**src/rtl/vpd_cap_pkg.sv**
```systemverilog
package vpd_cap_pkg;

  localparam logic [7:0] CAP_ID = 8'h03;

  // Strobes from control to datapath
  typedef struct packed {
    logic addrLoad;   // accept a dword-0 write
    logic dataLoad;   // accept a dword-1 write
    logic rdCapture;  // latch fetched word
    logic flagFlip;   // invert flag on completion
  } vpdStrb_t;

  typedef enum logic [1:0] {
    ST_IDLE = 2'd0,
    ST_RD   = 2'd1,
    ST_WR   = 2'd2
  } vpdState_t;

endpackage

```
**src/rtl/vpd_cap_control.sv**
```systemverilog
module vpd_cap_control
  import vpd_cap_pkg::*;
(
  input  logic     clk,
  input  logic     rstN,
  input  logic     cfgWr,
  input  logic     cfgDwordSel,
  input  logic     startLane,
  input  logic     dirBit,
  input  logic     memAck,
  output vpdStrb_t strb,
  output logic     memReq,
  output logic     memWe
);

  vpdState_t stateQ, stateD;
  logic      idle;

  assign idle = (stateQ == ST_IDLE);

  always_comb begin
    strb.addrLoad  = cfgWr && !cfgDwordSel && idle;
    strb.dataLoad  = cfgWr && cfgDwordSel && idle;
    strb.rdCapture = (stateQ == ST_RD) && memAck;
    strb.flagFlip  = !idle && memAck;
  end

  always_comb begin
    stateD = stateQ;
    unique case (stateQ)
      ST_IDLE: if (strb.addrLoad && startLane) stateD = dirBit ? ST_WR : ST_RD;
      ST_RD:   if (memAck) stateD = ST_IDLE;
      ST_WR:   if (memAck) stateD = ST_IDLE;
      default: stateD = ST_IDLE;
    endcase
  end

  always_ff @(posedge clk or negedge rstN) begin
    if (!rstN) stateQ <= ST_IDLE;
    else       stateQ <= stateD;
  end

  assign memReq = !idle;
  assign memWe  = (stateQ == ST_WR);

endmodule

```
**src/rtl/vpd_cap_datapath.sv**
```systemverilog
module vpd_cap_datapath
  import vpd_cap_pkg::*;
#(
  parameter int         ADDR_W   = 15,
  parameter int         DATA_W   = 32,
  parameter logic [7:0] NEXT_PTR = 8'h00
) (
  input  logic              clk,
  input  logic              rstN,
  input  vpdStrb_t          strb,
  input  logic              cfgDwordSel,
  input  logic [DATA_W/8-1:0] cfgByteEn,
  input  logic [DATA_W-1:0] cfgWrData,
  input  logic [DATA_W-1:0] memRdata,
  output logic [DATA_W-1:0] cfgRdData,
  output logic [ADDR_W-1:0] addrQ,
  output logic [DATA_W-1:0] dataQ,
  output logic              flagQ
);

  localparam int LANES  = DATA_W / 8;
  localparam int HI_W   = ADDR_W - 8;

  // Data window, one register per byte lane
  for (genvar g = 0; g < LANES; g++) begin : gLane
    always_ff @(posedge clk or negedge rstN) begin
      if (!rstN)                                 dataQ[g*8 +: 8] <= '0;
      else if (strb.rdCapture)                   dataQ[g*8 +: 8] <= memRdata[g*8 +: 8];
      else if (strb.dataLoad && cfgByteEn[g])    dataQ[g*8 +: 8] <= cfgWrData[g*8 +: 8];
    end
  end

  // Address field: lane 2 -> low byte (aligned), lane 3 -> high bits + flag
  always_ff @(posedge clk or negedge rstN) begin
    if (!rstN) begin
      addrQ <= '0;
      flagQ <= 1'b0;
    end else begin
      if (strb.addrLoad && cfgByteEn[2])
        addrQ[7:0] <= {cfgWrData[23:18], 2'b00};
      if (strb.addrLoad && cfgByteEn[3]) begin
        addrQ[ADDR_W-1:8] <= cfgWrData[24 +: HI_W];
        flagQ             <= cfgWrData[31];
      end else if (strb.flagFlip) begin
        flagQ <= !flagQ;
      end
    end
  end

  assign cfgRdData = cfgDwordSel ? dataQ : {flagQ, addrQ, NEXT_PTR, CAP_ID};

endmodule

```
**src/rtl/vpd_cap_ctrl.sv**
```systemverilog
module vpd_cap_ctrl
  import vpd_cap_pkg::*;
#(
  parameter logic [7:0] NEXT_PTR = 8'h00,
  parameter int         ADDR_W   = 15,
  parameter int         DATA_W   = 32
) (
  input  logic              clk,
  input  logic              rstN,
  input  logic              cfgWr,
  input  logic              cfgDwordSel,
  input  logic [3:0]        cfgByteEn,
  input  logic [DATA_W-1:0] cfgWrData,
  output logic [DATA_W-1:0] cfgRdData,
  output logic              memReq,
  output logic              memWe,
  output logic [ADDR_W-1:0] memAddr,
  output logic [DATA_W-1:0] memWdata,
  input  logic [DATA_W-1:0] memRdata,
  input  logic              memAck
);

  vpdStrb_t          strb;
  logic [ADDR_W-1:0] addrQ;
  logic [DATA_W-1:0] dataQ;
  logic              flagQ;

  vpd_cap_control i_control (
    .clk         (clk),
    .rstN        (rstN),
    .cfgWr       (cfgWr),
    .cfgDwordSel (cfgDwordSel),
    .startLane   (cfgByteEn[3]),
    .dirBit      (cfgWrData[31]),
    .memAck      (memAck),
    .strb        (strb),
    .memReq      (memReq),
    .memWe       (memWe)
  );

  vpd_cap_datapath #(
    .ADDR_W   (ADDR_W),
    .DATA_W   (DATA_W),
    .NEXT_PTR (NEXT_PTR)
  ) i_datapath (
    .clk         (clk),
    .rstN        (rstN),
    .strb        (strb),
    .cfgDwordSel (cfgDwordSel),
    .cfgByteEn   (cfgByteEn),
    .cfgWrData   (cfgWrData),
    .memRdata    (memRdata),
    .cfgRdData   (cfgRdData),
    .addrQ       (addrQ),
    .dataQ       (dataQ),
    .flagQ       (flagQ)
  );

  assign memAddr  = addrQ;
  assign memWdata = dataQ;

endmodule

```
**config.mk**
```make
export PLATFORM = sky130hd
export DESIGN_NAME = vpd_cap_ctrl
export DESIGN_NICKNAME = d
export VERILOG_FILES = /design/src/rtl/vpd_cap_pkg.sv /design/src/rtl/vpd_cap_control.sv /design/src/rtl/vpd_cap_datapath.sv /design/src/rtl/vpd_cap_ctrl.sv
export SDC_FILE = /design/constraint.sdc
export NUM_CORES = 1
export LEC_CHECK = 0
export ABC_AREA = 1
export BUFFER_PORTS_ARGS = -buffer_cell sky130_fd_sc_hd__buf_2
export CAP_MARGIN = 40
export CORE_ASPECT_RATIO = 1.2
export CORE_UTILIZATION = 25
export DETAILED_ROUTE_END_ITERATION = 12
export SYNTH_ARGS = -nofsm -noshare
export SYNTH_HDL_FRONTEND = slang
export SYNTH_SLANG_ARGS = --single-unit
```
**constraint.sdc**
```tcl
create_clock -name clk -period 2.3 [get_ports clk]
set_input_delay 0.46 -clock clk [delete_from_list [all_inputs] [get_ports clk]]
set_output_delay 0.46 -clock clk [all_outputs]
set_load 0.1 [all_outputs]
```
==> results.toml <==
[run_status]
status = "complete, no violations"

[cts]
post_cts_buffers = 0
hold_buffers = 0
cts_buffers = 5
worst_skew_pair.late_latency_ns = 0.29
cts_tree = "done"
cts_root_buffer = "clkbuf_16"
path_clk_slew_ns = 0.07
cts_resized = 0
clkSinkCount = 48
clockBufferDepth = 2
cts_max_level = 2

[global_routing]
grt_pass1_vias = 2936
overflow = 0
grt_max_degree = 45
grt.total_usage_pct = 15.2
grt_pass1_wl_mm = 14.5
antenna_found_initial = 0

[critical_path]
endpoint_kind = "output port"
path_depth = 4
timing.rr.end = "i_datapath.dataQ[17]"
crit_family = "buffers and inverters"
regToRegStartpoint = "i_control.stateQ[1]"
reg2reg_depth = 6
endpoint = "memReq"
arrival_ns = 1.63
slowest_delay_ns = 0.45
crit_path_frequent_cell = "inv_1"
crit_type = "reg -> out"
setup.worst_path.start_class = "flop"
slowest_stage = "buf_2"
worstPathCellList = "inv_1 -> ha_1 -> inv_1 -> buf_2"
path_buf_inv = 3
crit_fanout = 5
required_ns = 1.84
startpoint = "i_control.stateQ[0]"
r2r_slack_ns = 0.56

[synthesis]
ys.flop_type = "dfrtp_1"
syn_area_sq_um = 2910
synth_most_common_cell = "nand2_1"
yosysSeqAreaShare_pct = 41.2
synthTopCellsByArea = "dfrtp_1, nand2_1, nand3_1"
synthDominantCellAreaShare_pct = 41.2
yosys_warnings = 0
ys_ff_latch = 48
ys_top_cells_by_count = "nand2_1, nand3_1, inv_1"
synthCells = 410
synth_edf_count = 0
synth.distinct_cells = 22
synth_top_cell_by_area = "dfrtp_1"
syn_avg_cell_area_sq_um = 7.11
synth-async-reset-ratio_pct = 100

[die]
start_util_pct = 26.0
die_w_um = 101
fp.dieH_um = 120
core-area_sq_um = 11200
placementRows = 42
die_area_sq_um = 12100
io_pins = 154

[timing]
layout_min_cycle_time_ns = 2.09
tns_ns = 0
finalHoldViolCount = 0
fin_crit_sh_pct = 91.0
timing.final.max_slew_violations = 0
worstMarginPinSlew_ns = 0.573
relSlewSlack_pct = 61.8
finalSetupViolations = 0
finClkSkew_ns = 0.00766
fmax_mhz = 478
rsz0062_at_grt = "false"

[drt]
drtIter0Drc = 100
ant_nets = 0
drt-total-wl_mm = 8.97
vias = 3068
wl_per_cell_um = 12.7
drt_drc_violations_left = 0
firstDrtPassIters = 4
vias_per_cell = 4.34

[cells_and_area]
area_growth_pct = 45.9
nets = 628
drive_gt1_share_pct = 36.3
num_antenna_cells = 0

[placement]
dpl.hpwl_mm = 6.66
port_buffers = 151
gp_congestion = 0.794

[run]
drv_cap = 0

[hold_path]
hp-class = "in -> async"
## stage by stage
step                      hold slack [ns]  util, %  instances  worst slack, ns  area, sq um
after floorplan                     0.164        -        411           -0.136         3020
after global placement              0.374     36.6        699            0.433         4100
after detailed placement            0.380     36.6        699            0.394         4100
after CTS                          0.0706     38.0        707            0.185         4250
after global routing               0.0803     38.0        707            0.108         4250
final                              0.0635     38.0        707            0.207         4250
## registers in the layout, indices dropped and copies added (netlist names)
signal / flops
i_datapath.dataQ: 32
i_control.stateQ: 2
i_datapath.flagQ: 1
i_datapath.addrQ: 13
## worst register-to-register path, stage by stage (launching register included)
cell and delay (ns):
dfrtp_1 0.38, inv_1 0.07, ha_1 0.22, nand2_4 0.43, o21ai_4 0.29, nand2_1 0.12, o21ai_0 0.09
## per-layer routing
layer / vias to the layer above / track usage [%] / part of all wire (%)
li1: 1546 / - / -
met3: 10 / 2.31 / 3.8
met1: 1421 / 19.6 / 45
met2: 91 / 26.2 / 50
met5: - / 0 / 0
met4: 0 / 4.17 / 1.3
## worst min path at each step
stage / to / from / cells past startpoint
after floorplan: i_control.stateQ[0] / rstN / 0
after global placement: i_datapath.dataQ[21] / rstN / 1
after detailed placement: i_datapath.dataQ[21] / rstN / 1
after CTS: i_datapath.dataQ[21] / rstN / 1
after global routing: i_datapath.dataQ[29] / rstN / 1
final: i_datapath.dataQ[21] / rstN / 1
## cell families (layout without fill, tap and decap cells)
group	Yosys count	after routing	share of synthesized area, %
and+or+nand+nor	239	239	35.3
DFF	48	48	41.2
buffers and inverters	76	218	12.7
other	1	2	0.129
adders and majority gates	3	3	1.29
AOI/OAI and AO/OA	43	43	9.40
## area by class of cell
cell class	count	area, sq um
clock buffer	7	143
clock inverter	1	7.51
fill	1203	6940
inverter	51	191
multi-input combinational	287	1450
sequential	48	1200
tap	154	193
timing repair buffer	159	1060
## layout by cell type, fill, tap and decap left out, drive strengths merged
master / netlist / final
o21ai: 42 / 42
clkbuf: 8 / 7
nand3: 56 / 56
nor2: 2 / 2
nand2: 180 / 180
conb: 1 / 2
clkinvlp: 0 / 1
buf: 17 / 159
inv: 51 / 51
o21bai: 1 / 1
ha: 3 / 3
dfrtp: 48 / 48
nand4: 1 / 1
Power is not shown: default switching activity piles up to over one toggle a cycle in this logic, so the estimate is an artifact.
